$ cat src/rtl/tap_pkg.sv
// Package: shared state type and constants for the test access port controller.
// Assumes the codes below match the standard boundary-scan state assignment.
package tap_pkg;

    typedef enum logic [3:0] {
        ST_EXIT2_DR   = 4'h0,
        ST_EXIT1_DR   = 4'h1,
        ST_SHIFT_DR   = 4'h2,
        ST_PAUSE_DR   = 4'h3,
        ST_SELECT_IR  = 4'h4,
        ST_UPDATE_DR  = 4'h5,
        ST_CAPTURE_DR = 4'h6,
        ST_SELECT_DR  = 4'h7,
        ST_EXIT2_IR   = 4'h8,
        ST_EXIT1_IR   = 4'h9,
        ST_SHIFT_IR   = 4'hA,
        ST_PAUSE_IR   = 4'hB,
        ST_IDLE       = 4'hC,
        ST_UPDATE_IR  = 4'hD,
        ST_CAPTURE_IR = 4'hE,
        ST_RESET      = 4'hF
    } tap_state_t;

    localparam int unsigned TAP_IR_W      = 3;
    localparam logic [TAP_IR_W-1:0] TAP_IR_CAPTURE = 3'b001;
    localparam logic [TAP_IR_W-1:0] TAP_IR_BYPASS  = 3'b011;

endpackage

$ cat src/rtl/tap_fsm.sv
// Module: tap_fsm
// Holds the 16-state controller and advances it on each rising tck edge from tms.
// Assumes rst_n is synchronous to tck and active low.
module tap_fsm
    import tap_pkg::*;
(
    input  logic       tck,
    input  logic       rst_n,
    input  logic       tms,
    output tap_state_t state_q
);

    tap_state_t state_d;

    // Next-state selection: each state has one successor for tms=0 and one for tms=1.
    always_comb begin
        state_d = state_q;
        unique case (state_q)
            ST_RESET:      state_d = tms ? ST_RESET     : ST_IDLE;
            ST_IDLE:       state_d = tms ? ST_SELECT_DR : ST_IDLE;
            ST_SELECT_DR:  state_d = tms ? ST_SELECT_IR : ST_CAPTURE_DR;
            ST_CAPTURE_DR: state_d = tms ? ST_EXIT1_DR  : ST_SHIFT_DR;
            ST_SHIFT_DR:   state_d = tms ? ST_EXIT1_DR  : ST_SHIFT_DR;
            ST_EXIT1_DR:   state_d = tms ? ST_UPDATE_DR : ST_PAUSE_DR;
            ST_PAUSE_DR:   state_d = tms ? ST_EXIT2_DR  : ST_PAUSE_DR;
            ST_EXIT2_DR:   state_d = tms ? ST_UPDATE_DR : ST_SHIFT_DR;
            ST_UPDATE_DR:  state_d = tms ? ST_SELECT_DR : ST_IDLE;
            ST_SELECT_IR:  state_d = tms ? ST_RESET     : ST_CAPTURE_IR;
            ST_CAPTURE_IR: state_d = tms ? ST_EXIT1_IR  : ST_SHIFT_IR;
            ST_SHIFT_IR:   state_d = tms ? ST_EXIT1_IR  : ST_SHIFT_IR;
            ST_EXIT1_IR:   state_d = tms ? ST_UPDATE_IR : ST_PAUSE_IR;
            ST_PAUSE_IR:   state_d = tms ? ST_EXIT2_IR  : ST_PAUSE_IR;
            ST_EXIT2_IR:   state_d = tms ? ST_UPDATE_IR : ST_SHIFT_IR;
            ST_UPDATE_IR:  state_d = tms ? ST_SELECT_DR : ST_IDLE;
            default:       state_d = ST_RESET;
        endcase
    end

    // State register: reset forces the reset state, otherwise take the decoded successor.
    always_ff @(posedge tck) begin
        if (!rst_n) begin
            state_q <= ST_RESET;
        end else begin
            state_q <= state_d;
        end
    end

endmodule

$ cat src/rtl/tap_ir.sv
// Module: tap_ir
// Instruction path: a serial shift register loaded with a fixed pattern on capture,
// shifted toward bit 0 on rising edges, and a parallel copy updated on falling edges.
// Assumes the enables are one-hot decodes of the controller state.
module tap_ir #(
    parameter int unsigned         IR_W       = 3,
    parameter logic [IR_W-1:0]     CAPTURE_PAT = 3'b001,
    parameter logic [IR_W-1:0]     RESET_CODE  = 3'b011
) (
    input  logic            tck,
    input  logic            rst_n,
    input  logic            tdi,
    input  logic            capture_en,
    input  logic            shift_en,
    input  logic            update_en,
    input  logic            reset_en,
    output logic [IR_W-1:0] shift_q,
    output logic [IR_W-1:0] par_q
);

    localparam int unsigned MSB = IR_W - 1;

    logic [IR_W-1:0] shifted;

    // Shift network: the top bit takes tdi, every other bit takes its upper neighbour.
    for (genvar i = 0; i < IR_W; i++) begin : g_shift
        if (i == MSB) begin : g_top
            assign shifted[i] = tdi;
        end else begin : g_mid
            assign shifted[i] = shift_q[i+1];
        end
    end

    // Serial register: capture the fixed pattern or shift, on the rising edge.
    always_ff @(posedge tck) begin
        if (!rst_n) begin
            shift_q <= CAPTURE_PAT;
        end else if (capture_en) begin
            shift_q <= CAPTURE_PAT;
        end else if (shift_en) begin
            shift_q <= shifted;
        end
    end

    // Parallel register: load the bypass code in reset, copy the shift register in update.
    always_ff @(negedge tck) begin
        if (!rst_n || reset_en) begin
            par_q <= RESET_CODE;
        end else if (update_en) begin
            par_q <= shift_q;
        end
    end

endmodule

$ cat src/rtl/tap_bypass.sv
// Module: tap_bypass
// Single-stage bypass data register: cleared in capture, loaded from tdi in shift.
// Assumes the enables are already qualified by the bypass instruction.
module tap_bypass (
    input  logic tck,
    input  logic rst_n,
    input  logic tdi,
    input  logic capture_en,
    input  logic shift_en,
    output logic byp_q
);

    // Bypass stage: zero on capture, tdi on shift, hold otherwise.
    always_ff @(posedge tck) begin
        if (!rst_n) begin
            byp_q <= 1'b0;
        end else if (capture_en) begin
            byp_q <= 1'b0;
        end else if (shift_en) begin
            byp_q <= tdi;
        end
    end

endmodule

$ cat src/rtl/tap_ctrl.sv
// Module: tap_ctrl (top)
// Test access port controller: state machine, 3-bit instruction register, bypass
// register and a falling-edge serial output with an enable.
// Assumes a single tck domain. rst_n is active low and sampled on both edges.
module tap_ctrl
    import tap_pkg::*;
(
    input  logic                tck,
    input  logic                rst_n,
    input  logic                tms,
    input  logic                tdi,
    output logic                tdo,
    output logic                tdo_en,
    output logic [3:0]          tap_state,
    output logic [TAP_IR_W-1:0] ir_value,
    output logic                bypass_sel,
    output logic                dr_capture,
    output logic                dr_shift,
    output logic                dr_update
);

    tap_state_t          state_q;
    logic [TAP_IR_W-1:0] ir_shift_q;
    logic [TAP_IR_W-1:0] ir_par_q;
    logic                byp_q;
    logic                in_shift_ir;
    logic                tdo_d;
    logic                tdo_en_d;

    tap_fsm u_fsm (
        .tck     (tck),
        .rst_n   (rst_n),
        .tms     (tms),
        .state_q (state_q)
    );

    // State decodes used by the instruction path, the bypass stage and the strobes.
    always_comb begin
        in_shift_ir = (state_q == ST_SHIFT_IR);
        dr_capture  = (state_q == ST_CAPTURE_DR);
        dr_shift    = (state_q == ST_SHIFT_DR);
        dr_update   = (state_q == ST_UPDATE_DR);
    end

    tap_ir #(
        .IR_W        (TAP_IR_W),
        .CAPTURE_PAT (TAP_IR_CAPTURE),
        .RESET_CODE  (TAP_IR_BYPASS)
    ) u_ir (
        .tck        (tck),
        .rst_n      (rst_n),
        .tdi        (tdi),
        .capture_en (state_q == ST_CAPTURE_IR),
        .shift_en   (in_shift_ir),
        .update_en  (state_q == ST_UPDATE_IR),
        .reset_en   (state_q == ST_RESET),
        .shift_q    (ir_shift_q),
        .par_q      (ir_par_q)
    );

    assign bypass_sel = (ir_par_q == TAP_IR_BYPASS);

    tap_bypass u_byp (
        .tck        (tck),
        .rst_n      (rst_n),
        .tdi        (tdi),
        .capture_en (dr_capture && bypass_sel),
        .shift_en   (dr_shift && bypass_sel),
        .byp_q      (byp_q)
    );

    // Output source: instruction LSB in shift-IR, bypass stage in shift-DR, else 0.
    always_comb begin
        tdo_d    = 1'b0;
        tdo_en_d = 1'b0;
        if (in_shift_ir) begin
            tdo_d    = ir_shift_q[0];
            tdo_en_d = 1'b1;
        end else if (dr_shift) begin
            tdo_d    = bypass_sel ? byp_q : 1'b0;
            tdo_en_d = 1'b1;
        end
    end

    // Output register: retime serial data and its enable to the falling edge.
    always_ff @(negedge tck) begin
        if (!rst_n) begin
            tdo    <= 1'b0;
            tdo_en <= 1'b0;
        end else begin
            tdo    <= tdo_d;
            tdo_en <= tdo_en_d;
        end
    end

    assign tap_state = state_q;
    assign ir_value  = ir_par_q;

endmodule

$ cat config.mk
export PLATFORM = sky130hd
export DESIGN_NAME = tap_ctrl
export DESIGN_NICKNAME = d
export VERILOG_FILES = /design/src/rtl/tap_pkg.sv /design/src/rtl/tap_fsm.sv /design/src/rtl/tap_ir.sv /design/src/rtl/tap_bypass.sv /design/src/rtl/tap_ctrl.sv
export SDC_FILE = /design/constraint.sdc
export NUM_CORES = 1
export LEC_CHECK = 0
export BUFFER_PORTS_ARGS = -buffer_cell sky130_fd_sc_hd__buf_2
export CORE_AREA = 3 3 40 42
export CTS_BUF_LIST = sky130_fd_sc_hd__clkbuf_2 sky130_fd_sc_hd__clkbuf_4 sky130_fd_sc_hd__clkbuf_8
export DETAILED_ROUTE_END_ITERATION = 8
export DIE_AREA = 0 0 43 45
export GPL_TIMING_DRIVEN = 1
export PLACE_DENSITY = 0.83
export SYNTH_ARGS = -nofsm -noshare
export SYNTH_HDL_FRONTEND = slang
export SYNTH_HIERARCHICAL = 1
export SYNTH_SLANG_ARGS = --single-unit
$ cat constraint.sdc
create_clock -name tck -period 1.47 [get_ports tck]
set_input_delay 0.294 -clock tck [delete_from_list [all_inputs] [get_ports tck]]
set_output_delay 0.294 -clock tck [all_outputs]
set_load 0.01 [all_outputs]
==> summary.txt <==
Power
  – Total power: 1022 uW
  – Pwr Density: 932.1 nW/um2
  – Maximum vdd drop: 640.4 uV
  – Leak: 0.0005098 uW

Timing
  – RSZ-0062 raised after global routing: true
  – Worst Max-Slew Pin Slew: 250.3 ps
  – Clock Skew: 60.22 ps
  – Pins Over Slew Limit: 0
  – Setup-failing EPs final: 15
  – Final setup margin: -517.5 ps
  – Setup TNS: -4085 ps
  – Final-report hold violation count: 0
  – Max-slew headroom: 0.8319

Logic synthesis
  – Most frequent cells after synthesis: dfxtp_1 (13), nand2_1 (9), nor2_1 (9), mux2i_1 (7), inv_1 (4)
  – Asr flop ratio synth: 0
  – Largest cells by area after synthesis: dfxtp_1 (41%), mux2i_1 (11%), nand2_1 (5.3%), nor2_1 (5.3%), nand2b_4 (4.3%)
  – Mapped Nets: 75
  – Synthesized netlist cell count: 71
  – Top FF cell, synth: dfxtp_1
  – EDFF count, synth: 0
  – Most frequent cell after synthesis: dfxtp_1
  – Syn. warnings: 6
  – FF+latch count, synth: 13
  – Yosys cell types: 27
  – Post-synth top area share: 0.4070
  – Synthesized area per cell: 9.005 um2
  – Register area share after synthesis: 0.4070
  – Largest area contributor in the synthesized netlist: dfxtp_1
  – Mapped Area: 639.4 um2

Clock network
  – H-tree Lvls: 1
  – CTS Hold Bufs: 0
  – Clk slew on worst S/H paths: 80 ps
  – Clock latency on the worst-skew pair: 330 ps
  – TritonCTS clock tree: built
  – Clock Tree Root: clkbuf_4
  – CTS Buffer Depth: 2
  – CTS Buf Count: 3
  – Sink Count: 13

Run status
  – Failing checks: negative setup slack
  – Status: complete, but fails checks

Drt
  – Avg WL per Cell: 15.22 um
  – Vias/cell: 5.341
  – Post-route DRC: 0
  – Routed Antenna Nets: 0
  – Initial DRC Count: 12
  – DRT Pass-1 Iters: 4
  – Total number of vias: 689
  – Final WL: 1964 um

Worst setup path
  – Crit path required time: 1640 ps
  – CP Launch Type: flip-flop
  – CP max stage delay: 300 ps
  – CP max FO: 2
  – Worst EP arrival: 2160 ps
  – Critical-path cell list: nand3b_4 -> buf_6 -> nor4_4 -> mux2i_1 -> nor3b_2
  – Crit-path slowest cell: dfxtp_2
  – Reg2reg setup slack: -520 ps
  – CP endpoint kind: flip-flop
  – CP Class: flip-flop to flip-flop
  – Worst r2r path cells: 5

Min path
  – Worst hold path type: input pin to flip-flop
  – Hold path depth: 3

Final layout
  – Area growth syn-to-layout: 71.43%
  – # fillers: 73
  – Reg area: 276.5 um2
  – Layout cells sized above 1: 0.5877
  – Fin nets: 119
  – Multi-input gate area: 442.9 um2
  – ANT cells: 0

Die
  – Die width: 43 um
  – Die ar.: 1935 um2
  – CORE AREA: 1285 um2
  – FP Rows: 13
  – Die Ht: 45 um
  – # IOs: 17
  – Initial core utilization: 0.4976

Run
  – Max-cap violations: 0

GRT
  – Initial antenna violation count: 0
  – Grt total ovfl: 0
  – First-pass GRT wire length: 3236 um
  – Number of global-route vias before repair: 706
  – Pin count of the biggest net entering global routing: 11
  – Gr usage total: 0.2272

Placed design
  – Buffers on Ports: 16
  – Detail Placement HPWL: 1177 um
  – GPL Wtd Cong: 0.7437
-- kinds of logic (layout without fill, tap and decap cells) --
kind of cell,Yosys count,count (layout),synth area share
AOI/OAI and AO/OA,9,9,0.08610
DFF,13,13,0.4070
muxes,7,7,0.1096
and+or+nand+nor,38,38,0.3738
buffers and inverters,4,47,0.02348
-- cells in the final DEF (no fill, tap or decap), drive strengths merged, types with 2 or more instances in the layout --
master   n
nor3     2
inv      7
nand2    9
nor2    10
o21ai    4
mux2i    7
nor2b    4
dfxtp   13
buf     36
and2     2
nand2b   5
clkbuf   3
-- through the flow --
| step | instances | hold slack [ps] | setup slack (ps) | area [um2] | util |
|---|---|---|---|---|---|
| finish | 129 | 297.6 | -517.5 | 1096 | 0.8530 |
| detailed placement | 114 | 497.5 | -333.1 | 867.1 | 0.6748 |
| CTS | 129 | 288.0 | -501.2 | 1067 | 0.8306 |
| floorplan | 71 | 355.3 | -308.3 | 678.2 | - |
| global route | 129 | 310.5 | -561.6 | 1096 | 0.8530 |
| global placement | 114 | 489.3 | -285.7 | 867.1 | 0.6748 |
-- path summary, 6_finish.rpt --
check / start / to
max: u_ir/par_q[2] / u_byp/byp_q
min: tdi / u_ir/shift_q[2]
max reg2reg: u_ir/par_q[2] / u_byp/byp_q
min reg2reg: u_ir/shift_q[1] / u_ir/shift_q[0]
-- layout make-up --
cell class,instances,area share
well taps,15,0.01712
clock buffers,3,0.02055
clock inverters,6,0.02169
flip-flops and latches,13,0.2523
multi-input cells,54,0.4041
inverters,2,0.006849
repair buffers,36,0.2774
-- flip-flops by register name, indices dropped and copies added (netlist names) --
signal / count
u_fsm/state_q: 4
u_ir/par_q: 3
u_ir/shift_q: 3
tdo: 1
tdo_en: 1
u_byp/byp_q: 1
-- timing repair --
action                     4_1_cts  5_1_grt
pin swaps                        7        3
gates resized for setup         19        7
setup endpoints to repair       15       15
setup buffers                    8        0
-- worst max-delay path, delay by kind of cell (launching register included) --
family	cells	cell delay [ps]
buffers and inverters	1	130
DFF	1	300
muxes	1	260
and+or+nand+nor	3	390
-- routing by layer --
metal	up-vias	part of all wire	global-route usage
met2	27	0.53	0.4132
met5	-	0	0
li1	326	-	-
met1	332	0.40	0.2482
met3	4	0.057	0.06773
met4	0	0.016	0.09036
-- power breakdown --
group	leakage [uW]	internal, uW	total, uW	switching (uW)
logic	0.000360	184	358	174
clock network	0.0000443	119	269	151
registers	0.000105	376	395	18.9
Power figures use the tool's default switching activity.
